File: config.mk
export PLATFORM = sky130hd
export DESIGN_NAME = pm_cmd_engine
export DESIGN_NICKNAME = d
export VERILOG_FILES = /design/src/rtl/pm_cmd_pkg.sv /design/src/rtl/pm_rtc_counter.sv /design/src/rtl/pm_bus_fmt.sv /design/src/rtl/pm_rsp_gen.sv /design/src/rtl/pm_cmd_engine.sv
export SDC_FILE = /design/constraint.sdc
export NUM_CORES = 1
export LEC_CHECK = 0
export BUFFER_PORTS_ARGS = -buffer_cell sky130_fd_sc_hd__buf_2
export CORE_AREA = 5 5 120 122
export CTS_BUF_LIST = sky130_fd_sc_hd__clkbuf_8
export CTS_CLUSTER_SIZE = 8
export DETAILED_ROUTE_END_ITERATION = 8
export DIE_AREA = 0 0 125 127
export GPL_ROUTABILITY_DRIVEN = 0
export PLACE_DENSITY_LB_ADDON = 0.12
export RECOVER_POWER = 100
export SYNTH_ARGS = -nofsm -noshare
export SYNTH_HDL_FRONTEND = slang
export SYNTH_SLANG_ARGS = --single-unit
File: constraint.sdc
create_clock -name clk -period 5.89 [get_ports clk]
set_clock_uncertainty 0.15 [all_clocks]
set_input_delay 0.8835 -clock clk [delete_from_list [all_inputs] [get_ports clk]]
set_output_delay 0.8835 -clock clk [all_outputs]
set_load 0.02 [all_outputs]
File: src/rtl/pm_cmd_pkg.sv
package pm_cmd_pkg;
    localparam logic [7:0] OP_CLK_GET  = 8'h10;
    localparam logic [7:0] OP_CLK_SET  = 8'h11;
    localparam logic [7:0] OP_HALT     = 8'h20;
    localparam logic [7:0] OP_RESTART  = 8'h21;
    localparam logic [7:0] OP_VERSION  = 8'h30;
    localparam logic [7:0] OP_COVER    = 8'h31;
    localparam logic [7:0] OP_DLSTAT   = 8'h32;
    localparam logic [7:0] OP_BUS      = 8'h40;

    localparam int          HDR_BYTES   = 4;
    localparam logic [31:0] EPOCH_SHIFT = 32'd2082844800;
    localparam logic [31:0] HALT_SIG    = 32'h4D41_5454;
    localparam logic [7:0]  POLL_KEY0   = 8'h00;
    localparam logic [7:0]  POLL_KEY1   = 8'h86;
    localparam logic [8:0]  BUS_DLEN_MAX = 9'd252;

    typedef enum logic [1:0] {
        ST_IDLE = 2'd0,
        ST_EXEC = 2'd1,
        ST_DONE = 2'd2
    } seq_state_t;
endpackage

File: src/rtl/pm_rtc_counter.sv
module pm_rtc_counter #(
    parameter logic [31:0] UNIX_INIT = 32'd0
) (
    input  logic        clk,
    input  logic        rst_n,
    input  logic        tick,
    input  logic        load,
    input  logic [31:0] load_val,
    output logic [31:0] secs
);
    import pm_cmd_pkg::*;

    localparam logic [31:0] INIT_VAL = UNIX_INIT + EPOCH_SHIFT;

    always_ff @(posedge clk or negedge rst_n) begin
        if (!rst_n)     secs <= INIT_VAL;
        else if (load)  secs <= load_val;
        else if (tick)  secs <= secs + 32'd1;
    end

    p_tick_inc_r3: assert property (@(posedge clk) disable iff (!rst_n)
        (tick && !load) |=> (secs == $past(secs) + 32'd1));
    p_load_r4: assert property (@(posedge clk) disable iff (!rst_n)
        load |=> (secs == $past(load_val)));
endmodule

File: src/rtl/pm_bus_fmt.sv
module pm_bus_fmt (
    input  logic        is_bus,
    input  logic [7:0]  cnt,
    input  logic [7:0]  a0,
    input  logic [7:0]  a1,
    input  logic [7:0]  a2,
    input  logic [7:0]  a3,
    output logic        poll_set,
    output logic        poll_clr,
    output logic [15:0] poll_val,
    output logic        req_ok,
    output logic        req_err,
    output logic [7:0]  req_nbytes
);
    import pm_cmd_pkg::*;

    logic long_enough;
    logic poll_form;
    logic len_bad;

    always_comb begin
        long_enough = is_bus && (cnt >= 8'd2);
        poll_form   = long_enough && (a0 == POLL_KEY0) && (a1 == POLL_KEY1);
        poll_val    = {a2, a3};
        poll_set    = poll_form && (cnt == 8'd4) && (poll_val != 16'd0);
        poll_clr    = poll_form && (cnt == 8'd4) && (poll_val == 16'd0);
        len_bad     = ({1'b0, a2} + 9'd3 > {1'b0, cnt}) || ({1'b0, a2} > BUS_DLEN_MAX);
        req_err     = long_enough && !poll_form && len_bad;
        req_ok      = long_enough && !poll_form && !len_bad;
        req_nbytes  = cnt - 8'd2;
    end
endmodule

File: src/rtl/pm_rsp_gen.sv
module pm_rsp_gen #(
    parameter int RSP_MAX = 4,
    localparam int LEN_W  = $clog2(RSP_MAX + 1)
) (
    input  logic [7:0]           op,
    input  logic [7:0]           cnt,
    input  logic [31:0]          args,
    input  logic [31:0]          secs,
    output logic [LEN_W-1:0]     len,
    output logic [RSP_MAX*8-1:0] rsp,
    output logic                 halt,
    output logic                 restart,
    output logic                 rtc_load,
    output logic [31:0]          rtc_val
);
    import pm_cmd_pkg::*;

    logic [31:0] be_word;

    always_comb begin
        be_word  = {args[7:0], args[15:8], args[23:16], args[31:24]};
        len      = '0;
        rsp      = '0;
        halt     = 1'b0;
        restart  = 1'b0;
        rtc_load = 1'b0;
        rtc_val  = be_word;
        case (op)
            OP_CLK_GET: begin
                if (cnt == 8'd0) begin
                    len        = LEN_W'(4);
                    rsp[7:0]   = secs[31:24];
                    rsp[15:8]  = secs[23:16];
                    rsp[23:16] = secs[15:8];
                    rsp[31:24] = secs[7:0];
                end
            end
            OP_CLK_SET: rtc_load = (cnt == 8'd4);
            OP_HALT: begin
                if (cnt == 8'd4) begin
                    len  = LEN_W'(1);
                    halt = (be_word == HALT_SIG);
                end
            end
            OP_RESTART: restart = (cnt == 8'd0);
            OP_VERSION: begin
                len      = LEN_W'(1);
                rsp[7:0] = 8'h01;
            end
            OP_COVER:  len = LEN_W'(1);
            OP_DLSTAT: begin
                len      = LEN_W'(1);
                rsp[7:0] = 8'h62;
            end
            OP_BUS:    len = '0;
            default:   len = op[7] ? '0 : LEN_W'(op[1:0]);
        endcase
    end
endmodule

File: src/rtl/pm_cmd_engine.sv
module pm_cmd_engine #(
    parameter int          RSP_MAX   = 4,
    parameter logic [31:0] UNIX_INIT = 32'd0,
    localparam int         LEN_W     = $clog2(RSP_MAX + 1)
) (
    input  logic                 clk,
    input  logic                 rst_n,
    input  logic                 start,
    input  logic [7:0]           op,
    input  logic [7:0]           arg_cnt,
    input  logic [31:0]          arg_bytes,
    input  logic                 sec_tick,
    output logic                 busy,
    output logic                 done,
    output logic [LEN_W-1:0]     rsp_len,
    output logic [RSP_MAX*8-1:0] rsp_bytes,
    output logic                 shutdown_req,
    output logic                 reset_req,
    output logic [15:0]          poll_mask,
    output logic                 poll_en,
    output logic                 bus_req_valid,
    output logic [7:0]           bus_req_hdr,
    output logic [7:0]           bus_req_nbytes,
    output logic                 bus_err_evt
);
    import pm_cmd_pkg::*;

    seq_state_t state, nxt;
    logic [7:0]  op_q;
    logic [7:0]  cnt_q;
    logic [31:0] arg_q;
    logic        exec;

    logic [LEN_W-1:0]     g_len;
    logic [RSP_MAX*8-1:0] g_rsp;
    logic                 g_halt, g_restart, g_load;
    logic [31:0]          g_rtc_val, secs;
    logic                 b_set, b_clr, b_ok, b_err;
    logic [15:0]          b_mask;
    logic [7:0]           b_nbytes;

    // sequencer state register
    always_ff @(posedge clk or negedge rst_n) begin
        if (!rst_n) state <= ST_IDLE;
        else        state <= nxt;
    end

    always_comb begin
        nxt = state;
        unique case (state)
            ST_IDLE: nxt = start ? ST_EXEC : ST_IDLE;
            ST_EXEC: nxt = ST_DONE;
            ST_DONE: nxt = ST_IDLE;
            default: nxt = ST_IDLE;
        endcase
    end

    assign exec = (state == ST_EXEC);
    assign busy = (state != ST_IDLE);
    assign done = (state == ST_DONE);

    always_ff @(posedge clk or negedge rst_n) begin
        if (!rst_n) begin
            op_q  <= '0;
            cnt_q <= '0;
            arg_q <= '0;
        end else if (state == ST_IDLE && start) begin
            op_q  <= op;
            cnt_q <= arg_cnt;
            arg_q <= arg_bytes;
        end
    end

    pm_rtc_counter #(.UNIX_INIT(UNIX_INIT)) u_rtc (
        .clk      (clk),
        .rst_n    (rst_n),
        .tick     (sec_tick),
        .load     (exec && g_load),
        .load_val (g_rtc_val),
        .secs     (secs)
    );

    pm_rsp_gen #(.RSP_MAX(RSP_MAX)) u_rsp (
        .op       (op_q),
        .cnt      (cnt_q),
        .args     (arg_q),
        .secs     (secs),
        .len      (g_len),
        .rsp      (g_rsp),
        .halt     (g_halt),
        .restart  (g_restart),
        .rtc_load (g_load),
        .rtc_val  (g_rtc_val)
    );

    pm_bus_fmt u_bus (
        .is_bus     (op_q == OP_BUS),
        .cnt        (cnt_q),
        .a0         (arg_q[7:0]),
        .a1         (arg_q[15:8]),
        .a2         (arg_q[23:16]),
        .a3         (arg_q[31:24]),
        .poll_set   (b_set),
        .poll_clr   (b_clr),
        .poll_val   (b_mask),
        .req_ok     (b_ok),
        .req_err    (b_err),
        .req_nbytes (b_nbytes)
    );

    // result registers, written on the EXEC to DONE step
    always_ff @(posedge clk or negedge rst_n) begin
        if (!rst_n) begin
            rsp_len        <= '0;
            rsp_bytes      <= '0;
            shutdown_req   <= 1'b0;
            reset_req      <= 1'b0;
            poll_mask      <= '0;
            poll_en        <= 1'b0;
            bus_req_valid  <= 1'b0;
            bus_req_hdr    <= '0;
            bus_req_nbytes <= '0;
            bus_err_evt    <= 1'b0;
        end else begin
            shutdown_req  <= exec && g_halt;
            reset_req     <= exec && g_restart;
            bus_req_valid <= exec && b_ok;
            bus_err_evt   <= exec && b_err;
            if (exec) begin
                rsp_len   <= g_len;
                rsp_bytes <= g_rsp;
                if (b_set) begin
                    poll_mask <= b_mask;
                    poll_en   <= 1'b1;
                end else if (b_clr) begin
                    poll_en   <= 1'b0;
                end
                if (b_ok) begin
                    bus_req_hdr    <= arg_q[7:0];
                    bus_req_nbytes <= b_nbytes;
                end
            end
        end
    end

    p_done_latency_r1: assert property (@(posedge clk) disable iff (!rst_n)
        (start && !busy) |=> ##1 done);
    p_done_single_r1: assert property (@(posedge clk) disable iff (!rst_n)
        done |=> !done);
    p_halt_in_done_r5: assert property (@(posedge clk) disable iff (!rst_n)
        shutdown_req |-> done);
    p_restart_in_done_r6: assert property (@(posedge clk) disable iff (!rst_n)
        reset_req |-> done);
    p_poll_moves_r8: assert property (@(posedge clk) disable iff (!rst_n)
        !$stable(poll_en) |-> done);
    p_bus_excl_r9: assert property (@(posedge clk) disable iff (!rst_n)
        !(bus_req_valid && bus_err_evt));
    p_len_bound_r10: assert property (@(posedge clk) disable iff (!rst_n)
        done |-> (rsp_len <= LEN_W'(RSP_MAX)));
endmodule

==> impl_metrics.toml, run 1 <==
[outcome]
outcome = "finished, violations left"
failed_checks = "max-capacitance violations, max-slew violations"

[logic_synthesis]
synth_nets = 740
synth_top_area_share_pct = 50.2
synth_top_area_cell = "dfrtp_1"
ys_top_cells_by_count = "dfrtp_1, nand2_1, mux2_2"
synth-seq-cells = 154
syn_area_sq_um = 7090
synthArstFlopShare_pct = 100
syn_inst = 676
synth.avg_cell_area_sq_um = 10.5
ys_warn_count = 0
synth_flop_cell = "dfrtp_1"
synth_most_common_cell = "dfrtp_1"
yosysSeqAreaShare_pct = 54.6
ys_top_cells_by_area = "dfrtp_1, mux2_2, nand2_1"
ys_types = 46
synth_edf_count = 0

[sta]
rsz0062_at_grt = "no"
fin_ws_ps = 1420
setup_viol = 0
finalHoldViolations = 0
clock.fmax_mhz = 224
finalHoldWorstSlack_ps = 318
finalCritPeriodShare_pct = 75.9
tns_ps = 0
worst_pin_slew_ps = 1930
drv_slew = 122
relSlewSlack_pct = -29.5
period_needed_ps = 4470

[cts]
cts_buffer_depth = 2
cts_buffers = 17
cts.hold.buffers_added = 0
cts_resized = 0
clk_latency_ps = 460
path_clk_slew_ps = 80
ctsRootBufferMaster = "clkbuf_8"
clkSinkCount = 154
htree_levels = 4
cts_setup_buffers = 0
tritoncts = "built"

[cells_and_area]
design_area_sq_um = 8100
final_layout_size_suffix_gt1_share_pct = 21.2
finalNetCount = 856
antenna_cells = 0
finalCoreUtilization_pct = 61.9
nFillCells = 1140
syn_to_final_growth_pct = 14.4

[worst_setup_path]
slowest_stage = "nor4_2"
worst-path-buf-inv = 0
worstSetupPathType = "reg2reg"
cp_max_fo = 16
cp_common_cell = "and3_1"
crit_chain = "and3_1 -> and3_1 -> o21ai_0 -> xnor2_1 -> ha_1 -> nand3_1 -> or3_1 -> a32o_1 -> nor4_2 -> mux2_2"
critPathCaptureType = "flop"
crit_arrival_ps = 4660
required_ps = 6080
startpoint_type = "flop"
worst_path_largest_cell_delay_ps = 1500
crit_family = "simple AND/OR/NAND/NOR gates"

[global_routing]
antenna_found_initial = 0
grt_max_degree = 88
grt_use_total_pct = 22.5
overflow = 0
grt_pass1_wl_mm = 28.7
grt_pass1_vias = 5660

[placement]
place.detailed.hpwl_mm = 12.3
io_buffers = 125
dpl_worst_slack_ps = 2000
placed_area_sq_um = 7870

[power_and_ir_drop]
peakVddDrop_v = 0.000237
p_sw_share_pct = 34.1
p_leak_nw = 3.66
share_seq_of_total_power_pct = 53.0
switchingPower_mw = 0.914
combPwrFrac_pct = 20.5
power_frac_clock_pct = 26.5
pwr_density_cell_nw_per_um2 = 331
internal_power_mw = 1.77

[worst_hold_path]
hold_class = "in2async"

[detailed_routing]
dr_total_vias = 5440
vias_per_cell = 5.55
drt-total-wl_mm = 17.1
ant_nets = 0
drt_iter0_markers = 356
drc = 0
post_drt_wl_per_cell_um = 17.5
drtPass1Iterations = 4

[floorplan]
die_w_um = 125
start_util_pct = 54.1
die_area_sq_um = 15900
row_count = 42
coreArea_sq_um = 13100
ios = 126
die_y_um = 127

[job]
drv_cap = 4
==> power groups by stage <==
stage               sequential, mW  combinational, mW  clock (mW)
finish                        1.42              0.550       0.711
global route                  1.44              0.616       0.775
CTS                           1.42              0.562       0.731
detailed placement            1.43              0.558           0
global placement              1.42              0.530           0
floorplan                     1.37              0.401           0
==> cells by family (layout without fill, tap and decap cells) <==
family | after synthesis | after routing | synth area share [%]
flip-flops | 154 | 154 | 54.6
adder cells (fa/ha/maj) | 12 | 12 | 2.12
multiplexers | 69 | 69 | 10.9
buffers and inverters | 55 | 184 | 3.00
AND/OR/NAND/NOR | 276 | 276 | 19.0
AO/OA/AOI/OAI | 71 | 71 | 5.51
XOR/XNOR | 39 | 39 | 4.82
==> cells in the final DEF (no fill, tap or decap), types with 12 or more instances in the layout <==
master | netlist | layout
a21oi_1 | 35 | 35
buf_2 | 5 | 50
clkbuf_1 | 25 | 76
clkbuf_8 | 0 | 19
dfrtp_1 | 142 | 142
dfstp_2 | 12 | 12
ha_1 | 12 | 12
inv_1 | 22 | 23
mux2_2 | 67 | 67
nand2_1 | 100 | 100
nand3_1 | 47 | 47
nor2_1 | 45 | 45
nor4_1 | 20 | 20
o21ai_0 | 23 | 23
xnor2_1 | 26 | 26
xor2_1 | 13 | 13
==> routing by layer <==
| metal | global-route usage (%) | vias up | routed length, um |
|---|---|---|---|
| met5 | 0 | - | 0 |
| met4 | 8.42 | 0 | 325 |
| met3 | 5.47 | 27 | 1100 |
| met2 | 35.9 | 170 | 8080 |
| met1 | 30.3 | 2658 | 7640 |
| li1 | - | 2585 | - |
==> path summary, 6_finish.rpt <==
kind                            slack, ps  cells after the start          start           endpoint
max in group asynchronous            3920                      2          rst_n       poll_mask[9]
min in group clk                      320                      2  rsp_bytes[24]      rsp_bytes[24]
worst min-delay path                  320                      1          rst_n           arg_q[5]
worst max-delay path                 1420                     10      arg_q[18]  bus_req_nbytes[5]
worst max register to register       1420                     10      arg_q[18]  bus_req_nbytes[5]
worst min register to register        320                      2  rsp_bytes[24]      rsp_bytes[24]
==> flip-flops by register name, summed over array words and instances, names as in the netlist <==
register and count:
bus_req_valid 1, poll_en 1, arg_q 32, bus_req_nbytes 8
u_rtc.secs 32, reset_req 1, bus_err_evt 1, bus_req_hdr 8
state 2, poll_mask 16, shutdown_req 1, op_q 8
rsp_len 3, rsp_bytes 32, cnt_q 8
==> worst register-to-register path, stage by stage (launching register included) <==
cell,delay [ps]
dfrtp_1,520
and3_1,230
and3_1,200
o21ai_0,120
xnor2_1,150
ha_1,330
nand3_1,100
or3_1,360
a32o_1,250
nor4_2,1500
mux2_2,460
==> layout make-up <==
type	instances	area (sq um)	share of cell area (%)
flip-flops and latches	154	3870	47.7
multi-input cells	467	3010	37.1
repair buffers	130	569	7.02
clock buffers	19	262	3.23
well taps	176	220	2.72
clock inverters	13	92.6	1.14
inverters	22	82.6	1.02
==> through the flow <==
step | total power [mW] | std cells
6_report | 2.68 | 981
5_1_grt | 2.84 | 981
4_1_cts | 2.71 | 981
3_5_place_dp | 1.99 | 949
3_3_place_gp | 1.95 | 949
2_1_floorplan | 1.77 | 676
Note: power is estimated with default switching activity, not from simulation.
==> run 2: changes to the inputs <==
--- a/config.mk
+++ b/config.mk
@@ -5,12 +5,13 @@
 export SDC_FILE = /design/constraint.sdc
 export NUM_CORES = 1
 export LEC_CHECK = 0
+export ABC_AREA = 1
 export BUFFER_PORTS_ARGS = -buffer_cell sky130_fd_sc_hd__buf_2
-export CORE_AREA = 5 5 120 122
+export CORE_AREA = 5 5 126 128
 export CTS_BUF_LIST = sky130_fd_sc_hd__clkbuf_8
 export CTS_CLUSTER_SIZE = 8
 export DETAILED_ROUTE_END_ITERATION = 8
-export DIE_AREA = 0 0 125 127
+export DIE_AREA = 0 0 131 133
 export GPL_ROUTABILITY_DRIVEN = 0
 export PLACE_DENSITY_LB_ADDON = 0.12
 export RECOVER_POWER = 100
==> constraint.sdc (replaced) <==
create_clock -name clk -period 4.35 [get_ports clk]
set_clock_uncertainty 0.15 [all_clocks]
set_input_delay 0.6525 -clock clk [delete_from_list [all_inputs] [get_ports clk]]
set_output_delay 0.6525 -clock clk [all_outputs]
set_load 0.02 [all_outputs]
==> impl_metrics.toml, run 2 <==
[sta]
worst_pin_slew_ps = 2140
tns_ps = 0
drv_slew = 87
finalCritPeriodShare_pct = 79.4
clock.fmax_mhz = 290
relSlewSlack_pct = -43.0
finalHoldViolations = 0
rsz0062_at_grt = "no"
period_needed_ps = 3450
setup_viol = 0

[worst_setup_path]
critPathCaptureType = "flop"
r2r_setup_slack_ps = 900
startpoint_type = "flop"
worstSetupPathType = "reg2reg"
required_ps = 4600
cp_max_fo = 39
crit_arrival_ps = 3700

[power_and_ir_drop]
peakVddDrop_v = 0.000222
switchingPower_mw = 1.36
p_leak_nw = 4.27
p_sw_share_pct = 34.8
internal_power_mw = 2.55
share_seq_of_total_power_pct = 48.0
power_frac_clock_pct = 28.7
combPwrFrac_pct = 23.3
pwr_density_cell_nw_per_um2 = 447

[detailed_routing]
drc = 0
drt-total-wl_mm = 20.0
dr_total_vias = 6777
post_drt_wl_per_cell_um = 15.3
m1WireLength_mm = 9.21
wl_met3_mm = 1.12
drt_iter0_markers = 441
wl_met2_mm = 9.29
drtPass1Iterations = 5
vias_per_cell = 5.17
ant_nets = 0
maxUsedRoutingLayer = "met4"

[global_routing]
grt_pass1_vias = 6517
grt_pass1_wl_mm = 32.7
grt_use_total_pct = 23.8
grt_max_degree = 87
overflow = 0
antenna_found_initial = 0

[cells_and_area]
antenna_cells = 0
design_area_sq_um = 8760
final_layout_size_suffix_gt1_share_pct = 10.2
final_cell_mix = "nand2_1, dfrtp_1, inv_1"
syn_to_final_growth_pct = 12.4
finalNetCount = 1174
largestRegisters = "arg_q: 32 flops, rsp_bytes: 32 flops, u_rtc.secs: 32 flops"
final_common_cell = "nand2_1"

[logic_synthesis]
synth_flop_cell = "dfrtp_1"
syn_area_sq_um = 7790
synth_top_area_share_pct = 45.6
ys_top_cells_by_area = "dfrtp_1, nand2_1, inv_1"
ys_types = 38
synthArstFlopShare_pct = 100
synth.avg_cell_area_sq_um = 7.86
synth_edf_count = 0
synth_top_area_cell = "dfrtp_1"
yosysSeqAreaShare_pct = 49.7
synth-seq-cells = 154
ys_top_cells_by_count = "nand2_1, dfrtp_1, inv_1"
synth_most_common_cell = "nand2_1"
synth_nets = 1055
syn_inst = 991
ys_warn_count = 0

[floorplan]
die_w_um = 131
row_count = 45
die_y_um = 133
die_area_sq_um = 17400
ios = 126
start_util_pct = 52.8
coreArea_sq_um = 14800

[placement]
io_buffers = 125
place.detailed.hpwl_mm = 14.9
placed_area_sq_um = 8530

[cts]
path_clk_slew_ps = 80
cts_buffers = 17
htree_levels = 4
cts.hold.buffers_added = 0
cts_buffer_depth = 2
ctsRootBufferMaster = "clkbuf_8"
clkSinkCount = 154
tritoncts = "built"
cts_resized = 0
cts_setup_buffers = 0
clk_latency_ps = 460

[outcome]
outcome = "finished, violations left"
failed_checks = "max-capacitance violations, max-slew violations"

[worst_hold_path]
hold_class = "in2reg"

[job]
drv_cap = 1
-- run 2: changes by cell type in the layout (fill, tap and decap cells not counted), sizes merged, moves of 8 or more --
cell,delta
a21oi,-30
and3,-8
inv,+107
mux2,-67
nand2,+229
nand4,+13
nor2,+28
nor3,+9
nor4,-18
o21ai,+103
xnor2,-24
xor2,+9
-- run 2: stage by stage --
stage	setup slack, ps	std cells	power [mW]	hold slack, ps	utilization, %
after floorplan	1910	991	2.51	207	-
after global placement	1570	1279	2.82	310	57.8
after detailed placement	1480	1279	2.84	311	57.8
after CTS	1480	1310	3.96	117	60.5
after global routing	633	1310	4.16	235	59.4
final	897	1310	3.91	243	59.4
-- run 2: layout make-up --
class | instances | area, sq um
timing repair buffer | 130 | 559
multi-input combinational | 677 | 3200
fill | 1465 | 6000
clock inverter | 11 | 129
tap | 188 | 235
sequential | 154 | 3870
inverter | 130 | 488
clock buffer | 20 | 275
-- run 2: cell families (layout without fill, tap and decap cells) --
kind of cell	Yosys count	count (layout)	synth area share, %
xor gates and xnor gates	24	24	2.70
adders and majority gates	12	12	1.93
buffers and inverters	160	291	8.43
DFF	154	154	49.7
AOI/OAI and AO/OA	140	140	9.89
and+or+nand+nor	501	501	27.4
-- run 2: power groups by stage --
| stage | Combinational [mW] | Clock [mW] | Sequential (mW) |
|---|---|---|---|
| 2_1_floorplan | 0.625 | 0 | 1.88 |
| 6_report | 0.911 | 1.12 | 1.88 |
| 5_1_grt | 1.06 | 1.19 | 1.91 |
| 3_5_place_dp | 0.943 | 0 | 1.90 |
| 3_3_place_gp | 0.927 | 0 | 1.90 |
| 4_1_cts | 0.950 | 1.14 | 1.87 |
-- run 2: final timing paths --
check | start | to | cells after the start
setup / recovery | state[0] | u_rtc.secs[17] | 9
hold / removal | arg_bytes[2] | arg_q[2] | 3
setup reg to reg | state[0] | u_rtc.secs[17] | 9
hold reg to reg | rsp_bytes[12] | rsp_bytes[12] | 2
max in group asynchronous | rst_n | poll_mask[8] | 2
min in group asynchronous | rst_n | arg_q[5] | 1
-- run 2: routing by layer --
layer | up-vias | global-route usage [%]
met3 | 24 | 4.32
li1 | 3381 | -
met2 | 189 | 36.5
met4 | 0 | 7.83
met1 | 3183 | 34.2
met5 | - | 0
-- run 2: worst max-delay path, stage by stage, from the launching register on --
cell and delay, ps:
dfrtp_1 400, nand2_1 70, buf_4 360, inv_1 310, nand2_1 330, nor2_4 170
nor2_1 840, clkbuf_1 490, o21ai_0 170, nand3_1 90
